[src/rtl/hdiv_pkg.sv]
package hdiv_pkg;

    localparam int DD_W        = 32;
    localparam int DV_W        = 16;
    localparam int LAT_DEFAULT = 6;

    // operand context kept for the whole operation
    typedef struct packed {
        logic [DD_W-1:0] dd;
        logic            neg_dd;
        logic            neg_q;
        logic            dv_zero;
    } op_t;

    function automatic logic [DD_W-1:0] mag_dd(input logic [DD_W-1:0] v);
        return v[DD_W-1] ? (~v + 1'b1) : v;
    endfunction

    function automatic logic [DV_W-1:0] mag_dv(input logic [DV_W-1:0] v);
        return v[DV_W-1] ? (~v + 1'b1) : v;
    endfunction

endpackage

[src/rtl/hdiv_ctrl.sv]
module hdiv_ctrl #(
    parameter int LATENCY = hdiv_pkg::LAT_DEFAULT
) (
    input  logic clk,
    input  logic rst,
    input  logic start,
    output logic busy,
    output logic load,
    output logic step,
    output logic finish,
    output logic done
);
    localparam int STEPS = LATENCY - 1;
    localparam int CNT_W = $clog2(LATENCY);

    logic [CNT_W-1:0] cnt;

    assign load   = start && !busy;
    assign step   = busy && (cnt < CNT_W'(STEPS));
    assign finish = busy && (cnt == CNT_W'(STEPS));

    always_ff @(posedge clk) begin
        if (rst) begin
            busy <= 1'b0;
            cnt  <= '0;
            done <= 1'b0;
        end else begin
            done <= finish;
            if (load) begin
                busy <= 1'b1;
                cnt  <= '0;
            end else if (finish) begin
                busy <= 1'b0;
                cnt  <= '0;
            end else if (busy) begin
                cnt  <= cnt + 1'b1;
            end
        end
    end

    AST_DONE_PULSE: assert property (@(posedge clk) disable iff (rst) done |=> !done);
    AST_DONE_IDLE: assert property (@(posedge clk) disable iff (rst) done |-> !busy);
    AST_START_IGNORED: assert property (@(posedge clk) disable iff (rst) (busy && start && !finish) |=> (busy && !done));

endmodule

[src/rtl/hdiv_core.sv]
module hdiv_core #(
    parameter int LATENCY = hdiv_pkg::LAT_DEFAULT
) (
    input  logic                        clk,
    input  logic                        rst,
    input  logic                        load,
    input  logic                        step,
    input  logic [hdiv_pkg::DD_W-1:0]   dd_in,
    input  logic [hdiv_pkg::DV_W-1:0]   dv_in,
    output logic [((hdiv_pkg::DD_W + LATENCY - 2) / (LATENCY - 1)) * (LATENCY - 1) - 1:0] q_all,
    output logic [hdiv_pkg::DV_W-1:0]   r_mag,
    output hdiv_pkg::op_t               op
);
    import hdiv_pkg::*;

    localparam int STEPS = LATENCY - 1;
    localparam int BPS   = (DD_W + STEPS - 1) / STEPS;
    localparam int PADW  = BPS * STEPS;

    logic [DV_W-1:0] rem_q;
    logic [PADW-1:0] quo_q;
    logic [DV_W-1:0] dvs_q;
    op_t             op_q;

    // one restoring bit per stage, BPS stages per clock
    for (genvar i = 0; i < BPS; i++) begin : g_bit
        logic [DV_W-1:0] r_in;
        logic [PADW-1:0] q_in;
        logic [DV_W:0]   trial;
        logic            fit;
        logic [DV_W-1:0] r_o;
        logic [PADW-1:0] q_o;
        if (i == 0) begin : g_first
            assign r_in = rem_q;
            assign q_in = quo_q;
        end else begin : g_next
            assign r_in = g_bit[i-1].r_o;
            assign q_in = g_bit[i-1].q_o;
        end
        assign trial = {r_in, q_in[PADW-1]};
        assign fit   = trial >= {1'b0, dvs_q};
        assign r_o   = fit ? DV_W'(trial - {1'b0, dvs_q}) : trial[DV_W-1:0];
        assign q_o   = {q_in[PADW-2:0], fit};
    end

    always_ff @(posedge clk) begin
        if (rst) begin
            rem_q <= '0;
            quo_q <= '0;
            dvs_q <= '0;
            op_q  <= '0;
        end else if (load) begin
            rem_q         <= '0;
            quo_q         <= {{(PADW-DD_W){1'b0}}, mag_dd(dd_in)};
            dvs_q         <= mag_dv(dv_in);
            op_q.dd       <= dd_in;
            op_q.neg_dd   <= dd_in[DD_W-1];
            op_q.neg_q    <= dd_in[DD_W-1] ^ dv_in[DV_W-1];
            op_q.dv_zero  <= (dv_in == '0);
        end else if (step) begin
            rem_q <= g_bit[BPS-1].r_o;
            quo_q <= g_bit[BPS-1].q_o;
        end
    end

    assign q_all = quo_q;
    assign r_mag = rem_q;
    assign op    = op_q;

    AST_REM_BELOW_DIVISOR: assert property (@(posedge clk) disable iff (rst) (dvs_q != '0) |-> (rem_q < dvs_q));
    AST_DIVISOR_HELD: assert property (@(posedge clk) disable iff (rst) step |=> $stable(dvs_q) && $stable(op_q));

endmodule

[src/rtl/hdiv_fix.sv]
module hdiv_fix #(
    parameter int PADW = 35
) (
    input  logic                        clk,
    input  logic                        rst,
    input  logic                        valid,
    input  logic [PADW-1:0]             q_all,
    input  logic [hdiv_pkg::DV_W-1:0]   r_mag,
    input  hdiv_pkg::op_t               op,
    output logic [hdiv_pkg::DD_W-1:0]   quo_out,
    output logic [hdiv_pkg::DD_W-1:0]   rem_out,
    output logic                        zero_out
);
    import hdiv_pkg::*;

    logic [DD_W-1:0] q_mag;
    logic [DV_W-1:0] r_signed;

    assign q_mag    = q_all[DD_W-1:0];
    assign r_signed = op.neg_dd ? (~r_mag + 1'b1) : r_mag;

    always_comb begin
        zero_out = op.dv_zero;
        if (op.dv_zero) begin
            quo_out = '1;
            rem_out = op.dd;
        end else begin
            quo_out = op.neg_q ? (~q_mag + 1'b1) : q_mag;
            rem_out = {{(DD_W-DV_W){r_signed[DV_W-1]}}, r_signed};
        end
    end

    if (PADW > DD_W) begin : g_pad
        AST_PAD_CLEAR: assert property (@(posedge clk) disable iff (rst) (valid && !op.dv_zero) |-> (q_all[PADW-1:DD_W] == '0));
    end else begin : g_nopad
        AST_VALID_KNOWN: assert property (@(posedge clk) disable iff (rst) valid |-> !$isunknown(q_all));
    end

endmodule

[src/rtl/hdiv_signed.sv]
module hdiv_signed #(
    parameter int LATENCY = hdiv_pkg::LAT_DEFAULT
) (
    input  logic        clk,
    input  logic        rst,
    input  logic        start,
    input  logic [31:0] dividend,
    input  logic [15:0] divisor,
    output logic        busy,
    output logic        done,
    output logic [31:0] quotient,
    output logic [31:0] remainder,
    output logic        div_zero
);
    import hdiv_pkg::*;

    localparam int STEPS = LATENCY - 1;
    localparam int BPS   = (DD_W + STEPS - 1) / STEPS;
    localparam int PADW  = BPS * STEPS;

    logic            load, step, finish;
    logic [PADW-1:0] q_all;
    logic [DV_W-1:0] r_mag;
    op_t             op;
    logic [DD_W-1:0] quo_n, rem_n;
    logic            zero_n;

    hdiv_ctrl #(.LATENCY(LATENCY)) u_ctrl (
        .clk    (clk),
        .rst    (rst),
        .start  (start),
        .busy   (busy),
        .load   (load),
        .step   (step),
        .finish (finish),
        .done   (done)
    );

    hdiv_core #(.LATENCY(LATENCY)) u_core (
        .clk    (clk),
        .rst    (rst),
        .load   (load),
        .step   (step),
        .dd_in  (dividend),
        .dv_in  (divisor),
        .q_all  (q_all),
        .r_mag  (r_mag),
        .op     (op)
    );

    hdiv_fix #(.PADW(PADW)) u_fix (
        .clk      (clk),
        .rst      (rst),
        .valid    (finish),
        .q_all    (q_all),
        .r_mag    (r_mag),
        .op       (op),
        .quo_out  (quo_n),
        .rem_out  (rem_n),
        .zero_out (zero_n)
    );

    always_ff @(posedge clk) begin
        if (rst) begin
            quotient  <= '0;
            remainder <= '0;
            div_zero  <= 1'b0;
        end else if (finish) begin
            quotient  <= quo_n;
            remainder <= rem_n;
            div_zero  <= zero_n;
        end
    end

    AST_OUT_HELD: assert property (@(posedge clk) disable iff (rst) !done |-> ($stable(quotient) && $stable(remainder) && $stable(div_zero)));
    AST_ZERO_RESULT: assert property (@(posedge clk) disable iff (rst) (done && div_zero) |-> (quotient == 32'hFFFF_FFFF));
    AST_REM_SIGN: assert property (@(posedge clk) disable iff (rst) (done && !div_zero) |-> (remainder[31:16] == {16{remainder[15]}}));

endmodule

[config.mk]
export PLATFORM = sky130hd
export DESIGN_NAME = hdiv_signed
export DESIGN_NICKNAME = d
export VERILOG_FILES = /design/src/rtl/hdiv_pkg.sv /design/src/rtl/hdiv_ctrl.sv /design/src/rtl/hdiv_core.sv /design/src/rtl/hdiv_fix.sv /design/src/rtl/hdiv_signed.sv
export SDC_FILE = /design/constraint.sdc
export NUM_CORES = 1
export LEC_CHECK = 0
export BUFFER_PORTS_ARGS = -buffer_cell sky130_fd_sc_hd__buf_2
export CAP_MARGIN = 20
export CORE_ASPECT_RATIO = 0.8
export CORE_MARGIN = 1
export CORE_UTILIZATION = 35
export DETAILED_ROUTE_END_ITERATION = 10
export SLEW_MARGIN = 0
export SYNTH_ARGS = -nofsm -noshare
export SYNTH_HDL_FRONTEND = slang
export SYNTH_HIERARCHICAL = 1
export SYNTH_SLANG_ARGS = --single-unit
[constraint.sdc]
create_clock -name clk -period 18.35 [get_ports clk]
set_input_delay 1.835 -clock clk [delete_from_list [all_inputs] [get_ports clk]]
set_output_delay 1.835 -clock clk [all_outputs]
set_load 0.02 [all_outputs]
---- Yosys cells after proc, flatten, opt, wreduce, memory -nomap -nowiden ----
Cells that the tools add are included.
storage, ports and cells
  ROM bits ................................ 0
  word-level logic and storage cells ...... 66
  memories kept ........................... 0
  output and inout bits ................... 67
  register bits after elaboration ......... 172
  latch bits .............................. 0
  RAM bits ................................ 0
cells by class
  multiply operators ...................... 0
  eq/ne operators ......................... 1
  magnitude comparators ................... 8
  div/mod/pow operators ................... 0
  bitwise logic cells ..................... 5
  add/sub/neg operators ................... 12
  mux-type cells .......................... 17
  reduce and logical (&&, ||, !) cells .... 9
  shifts and indexed selects .............. 0
operator list
  operator                                        count
  two-way mux 32 bit                              6
  two-way mux 16 bit                              9
  greater-or-equal comparator 17 x 16 -> 1 bit    7
  subtractor 16 bit                               7
  adder 32 x 1 -> 32 bit (second input constant)  2
  NOT 32 bit                                      2
  adder 16 x 1 -> 16 bit (second input constant)  2
  NOT 16 bit                                      2
  zero test 16 bit                                1
  nonzero test 2 bit                              2
  adder 3 x 1 -> 3 bit (second input constant)    1
  equality test 3 bit (second input constant)     1
  logical AND 1 bit                               3
  < comparator 3 bit (second input constant)      1
  OR reduction 3 bit                              1
  two-way mux 1 bit                               2
  OR reduction 2 bit                              1
  zero test 1 bit                                 1
  XOR 1 bit                                       1

---- Longest topological paths before layout ----
  depth in word-level cells ............... 15
  depth in mapped cells ................... 94

---- Hierarchy ----
Netlist, hierarchy kept.
by module, submodules not included
  module       seq. area each (µm²)  times used  cells an instance  area an instance (µm²)
  hdiv_core    2021.9                1           1442               11319.6
  hdiv_signed  1301.2                1           209                2342.2
  hdiv_fix     0.0                   1           287                1784.2
  hdiv_ctrl    100.1                 1           29                 259.0

---- Least setup slack after synthesis ----
No wires, ideal clock.
  path kind ............................... reg2reg
  start point ............................. register u_core.dvs_q[1]
  end point ............................... register u_core.rem_q[0], in the netlist u_core/r_mag[0]
  arrival time ............................ 17140 ps
  stages on the path, launching flop included .. 86
  slack ................................... 1088 ps
  path buffers ............................ 8
  cells stage by stage .................... dfxtp_1 inv_1 ha_1 nor2b_1 o2111a_1 nor3_4 a21oi_2 or2_1 buf_6 buf_6 clkbuf_1 o21ai_0 inv_1 ha_1 nor2b_1 o2111ai_1 nand2_1 a211o_1 (+50 left out) buf_4 mux2i_1 ha_1 nor2b_1 o21ai_0 a21boi_0 o21ai_0 a21boi_0 o211ai_1 a21oi_1 o211ai_1 a21oi_1 o31a_1 or2_2 a211oi_2 buf_6 nor4_1 a311o_1
on the way
  longest elaborated chain between the ends .. 14
  elaborated cells on any way between the ends .. 20
ends and longest elaborated chain
  element                                                                            RTL line                          source
  start: declaration                                                                 hdiv_core.sv:22                   logic [DV_W-1:0] dvs_q;
  start signal: assignment                                                           hdiv_core.sv:55                   dvs_q <= mag_dv(dv_in);
  subtractor 16 bit or greater-or-equal comparator 17 x 16 -> 1 bit (tied branches)  hdiv_core.sv:42, hdiv_core.sv:41
  two-way mux 16 bit                                                                 hdiv_core.sv:42                   assign r_o = fit ? DV_W'(trial - {1'b0, dvs_q}) : trial[DV_W-1:0];
  subtractor 16 bit or greater-or-equal comparator 17 x 16 -> 1 bit (tied branches)  hdiv_core.sv:42, hdiv_core.sv:41
  two-way mux 16 bit                                                                 hdiv_core.sv:42
  subtractor 16 bit or greater-or-equal comparator 17 x 16 -> 1 bit (tied branches)  hdiv_core.sv:42, hdiv_core.sv:41
  two-way mux 16 bit                                                                 hdiv_core.sv:42
  subtractor 16 bit or greater-or-equal comparator 17 x 16 -> 1 bit (tied branches)  hdiv_core.sv:42, hdiv_core.sv:41
  two-way mux 16 bit                                                                 hdiv_core.sv:42
  subtractor 16 bit or greater-or-equal comparator 17 x 16 -> 1 bit (tied branches)  hdiv_core.sv:42, hdiv_core.sv:41
  two-way mux 16 bit                                                                 hdiv_core.sv:42
  subtractor 16 bit or greater-or-equal comparator 17 x 16 -> 1 bit (tied branches)  hdiv_core.sv:42, hdiv_core.sv:41
  two-way mux 16 bit                                                                 hdiv_core.sv:42
  greater-or-equal comparator 17 x 16 -> 1 bit (*)                                   hdiv_core.sv:41                   assign fit = trial >= {1'b0, dvs_q};
  two-way mux 16 bit (*)                                                             hdiv_core.sv:42
  end signal: assignment                                                             hdiv_core.sv:61                   rem_q <= g_bit[BPS-1].r_o;
  end: declaration                                                                   hdiv_core.sv:20                   logic [DV_W-1:0] rem_q;
Mark *: on every way between the ends. The rest lies on a longest branch, timed or not.
A chain may end at the register's enable or synchronous reset.

---- Worst setup path in the final report ----
  start point ............................. register u_core.dvs_q[3]
  end point ............................... register u_core.rem_q[14], in the netlist u_core/r_mag[14]
on the way
  longest elaborated chain between the ends .. 14
  elaborated cells on any way between the ends .. 21
ends and longest elaborated chain
  element                                                                            RTL line
  subtractor 16 bit or greater-or-equal comparator 17 x 16 -> 1 bit (tied branches)  hdiv_core.sv:42, hdiv_core.sv:41
  two-way mux 16 bit                                                                 hdiv_core.sv:42
  subtractor 16 bit or greater-or-equal comparator 17 x 16 -> 1 bit (tied branches)  hdiv_core.sv:42, hdiv_core.sv:41
  two-way mux 16 bit                                                                 hdiv_core.sv:42
  subtractor 16 bit or greater-or-equal comparator 17 x 16 -> 1 bit (tied branches)  hdiv_core.sv:42, hdiv_core.sv:41
  two-way mux 16 bit                                                                 hdiv_core.sv:42
  subtractor 16 bit or greater-or-equal comparator 17 x 16 -> 1 bit (tied branches)  hdiv_core.sv:42, hdiv_core.sv:41
  two-way mux 16 bit                                                                 hdiv_core.sv:42
  subtractor 16 bit or greater-or-equal comparator 17 x 16 -> 1 bit (tied branches)  hdiv_core.sv:42, hdiv_core.sv:41
  two-way mux 16 bit                                                                 hdiv_core.sv:42
  subtractor 16 bit or greater-or-equal comparator 17 x 16 -> 1 bit (tied branches)  hdiv_core.sv:42, hdiv_core.sv:41
  two-way mux 16 bit                                                                 hdiv_core.sv:42
  subtractor 16 bit or greater-or-equal comparator 17 x 16 -> 1 bit (tied branches)  hdiv_core.sv:42, hdiv_core.sv:41
  two-way mux 16 bit (*)                                                             hdiv_core.sv:42
Marks and branches as above.

==> impl_metrics.py <==
metrics = {
    "clock_tree": {
        "cts_tree": "built",
        "cts-buffers-inserted": 17,
        "h-tree-depth": 4,
        "cts_hold_buf": 0,
        "path_clk_slew_ps": 70,
        "clockRootBuffer": "clkbuf_16",
        "clk_latency_ps": 440,
        "cts.sinks": 171,
        "cts.path.max_buffers": 2,
    },
    "timing": {
        "layout_min_cycle_time_ps": 17270,
        "period_share": 0.941,
        "worstMarginPinSlew_ps": 1090,
        "rsz0062_at_grt": "false",
        "slew_violations": 0,
        "slew_headroom": 0.272,
        "fin_tns_setup_ps": 0,
        "hold_violations": 0,
        "clock.fmax_mhz": 57.9,
        "finalSetupViolCount": 0,
        "fin_skew_ps": 10.7,
    },
    "detailed_routing": {
        "routed.top_layer": "met4",
        "post_drt_wl_per_cell_um": 20.1,
        "dr.pass1.iters": 5,
        "met3WireLength_mm": 4.32,
        "first_iter_violations": 1236,
        "route.layer.met1.wl_mm": 26.6,
        "dr_wl_met2_mm": 21.9,
        "routed_wl_mm": 53.7,
        "ant_nets": 0,
        "drc": 0,
        "vias": 15300,
        "vias_per_cell": 5.71,
    },
    "floorplan": {
        "rows": 69,
        "die-area_um2": 45700,
        "core_area_um2": 44400,
        "fp.dieW_um": 239,
        "die_h_um": 191,
        "start_util": 0.354,
        "ioPinCount": 118,
    },
    "logic_synthesis": {
        "yosys.area_share.adder": 0.103,
        "synth_ff_type": "dfxtp_1",
        "synth_compound_area_frac": 0.210,
        "ys_types": 91,
        "mappedNetlistArea_um2": 15700,
        "synth_xor_area_frac": 0.0842,
        "seq_area_frac_synth": 0.218,
        "synthMuxAreaShare": 0.129,
        "synth_cells": 1967,
        "yosys.area_share.simple": 0.201,
        "avgSynthCellArea_um2": 7.98,
        "synth_top_family_by_area": "compound AO/OA/AOI/OAI gates",
        "synth_seq_cells": 171,
        "synth_nets": 2143,
        "yosysWarnings": 6,
        "async_flop_share": 0,
        "synth-edff-count": 0,
    },
    "grt": {
        "grt_pass1_vias": 13900,
        "grt_pass1_wl_mm": 81.4,
        "grt_max_degree": 87,
        "grt_overflow": 0,
        "track_usage": 0.229,
        "antenna_found_initial": 0,
    },
    "outcome": {
        "status": "completed",
    },
    "layout": {
        "drive_gt1_frac": 0.148,
        "num_antenna_cells": 0,
        "area_growth_syn_to_layout_pct": 11.6,
        "final_cell_mix": "nor2_1, dfxtp_1, mux2i_1, nand2_1, a21oi_1",
        "final_common_cell": "nor2_1",
        "fillers": 4589,
        "nets": 2233,
    },
    "worst_setup_path": {
        "worstSetupPathType": "register to register",
        "cp.arrival_ps": 17590,
        "path_max_fanout": 15,
        "critPathSlowestCell": "o41ai_1",
        "rrSetupSlack_ps": 1080,
        "r2r_start": "u_core/dvs_q[3]",
        "regToRegEndpoint": "u_core/r_mag[14]",
        "reg2reg_depth": 79,
        "startpoint_type": "register",
        "cp_common_cell": "a21oi_1",
        "cp.required_ps": 18670,
        "crit_path_max_incr_delay_ps": 540,
        "worstSetupEndpointType": "register",
    },
    "min_path": {
        "holdCritStartpoint": "remainder[23]",
        "hp-class": "register to register",
        "holdPathStages": 2,
        "whs_endpoint": "remainder[23]",
    },
    "placement": {
        "place.gp.congestion": 0.999,
        "port_buffers": 117,
        "hpwlAfterDp_mm": 41.5,
    },
    "job": {
        "cap_violations": 0,
    },
}
worst max-delay path by stage:
stage	start	to	slack (ps)	cells past startpoint
5_1_grt	u_core/r_mag[12]	u_core/r_mag[0]	8	80
2_1_floorplan	u_core/dvs_q[1]	u_core/r_mag[0]	1090	85
4_1_cts	u_core/dvs_q[3]	u_core/r_mag[0]	610	81
6_report	u_core/dvs_q[3]	u_core/r_mag[14]	1080	79
3_3_place_gp	u_core/dvs_q[3]	u_core/r_mag[0]	1060	81
3_5_place_dp	u_core/dvs_q[3]	u_core/r_mag[0]	720	81
synth_stat cells (all sizes together), types with 11 or more instances:
| cell type | instances | area share |
|---|---|---|
| nor4 | 19 | 0.0080 |
| dfxtp | 171 | 0.22 |
| a31oi | 31 | 0.012 |
| o211ai | 11 | 0.0053 |
| nand4 | 18 | 0.0072 |
| mux2i | 135 | 0.086 |
| nor3 | 42 | 0.015 |
| inv | 77 | 0.018 |
| mux2 | 59 | 0.043 |
| a211oi | 72 | 0.035 |
| xnor2 | 65 | 0.036 |
| nand2b | 16 | 0.0064 |
| o21ai | 105 | 0.033 |
| clkbuf | 60 | 0.015 |
| nor2 | 227 | 0.054 |
| nand3 | 45 | 0.014 |
| buf | 41 | 0.021 |
| o21a | 19 | 0.0091 |
| or3 | 21 | 0.0088 |
| nand2 | 136 | 0.033 |
| a21o | 27 | 0.013 |
| a21oi | 124 | 0.040 |
| xor2 | 86 | 0.048 |
| o31ai | 27 | 0.013 |
| o41ai | 23 | 0.014 |
| ha | 118 | 0.094 |
| nor2b | 56 | 0.022 |
| or4 | 17 | 0.0084 |
sequential cells by signal, summed over array words and instances (netlist names):
| signal | flops |
|---|---|
| div_zero | 1 |
| quotient | 32 |
| remainder | 32 |
| u_core/dvs_q | 16 |
| u_core/op | 34 |
| u_core/q_all | 35 |
| u_core/r_mag | 16 |
| u_ctrl/busy | 1 |
| u_ctrl/cnt | 3 |
| u_ctrl/done | 1 |
stage by stage:
| step | cell area (um2) | utilization | cells | setup slack (ps) | hold slack (ps) |
|---|---|---|---|---|---|
| after detailed placement | 16900 | 0.380 | 2638 | 717 | 479 |
| after CTS | 17400 | 0.393 | 2670 | 608 | 487 |
| after global routing | 17500 | 0.395 | 2673 | 8.23 | 512 |
| final | 17500 | 0.395 | 2673 | 1080 | 488 |
| after floorplan | 15700 | - | 1967 | 1090 | 445 |
| after global placement | 16900 | 0.380 | 2638 | 1060 | 466 |
layout make-up:
class / count / area (um2) / area share
Clock inverter: 10 / 82.6 / 0.00471
Tap cell: 603 / 754 / 0.0431
Multi-Input combinational cell: 1617 / 11500 / 0.655
Clock buffer: 22 / 474 / 0.0271
Sequential cell: 171 / 3420 / 0.195
Inverter: 77 / 289 / 0.0165
Timing Repair Buffer: 173 / 1020 / 0.0582
cells by family (layout without fill, tap and decap cells):
logic type	after synthesis	in the layout
flops	171	171
buf+inv	179	282
xor+xnor	151	151
mux	194	194
fa+ha+maj	125	125
simple gates	646	646
compound gates	501	501
repair_timing:
item | CTS | global route
buffers inserted | 0 | 1
hold endpoints to repair | 0 | 0
setup endpoints to repair | 0 | 17
gates resized for setup | 0 | 20
metal layers:
layer / global-route usage / vias to the layer above
li1: - / 7342
met1: 0.341 / 7297
met2: 0.327 / 555
met3: 0.0553 / 64
met4: 0.0513 / 0
met5: 0 / -
worst max-delay path: cells and delay by family (launching register included):
kind,cells,cell delay [ps]
AO/OA/AOI/OAI,42,8200
adder cells (fa/ha/maj),7,2380
buffers and inverters,8,1620
flip-flops,1,310
multiplexers,5,1500
AND/OR/NAND/NOR,17,3120
Power is not shown: default switching activity piles up to over one toggle a cycle in this logic, so the estimate is an artifact.
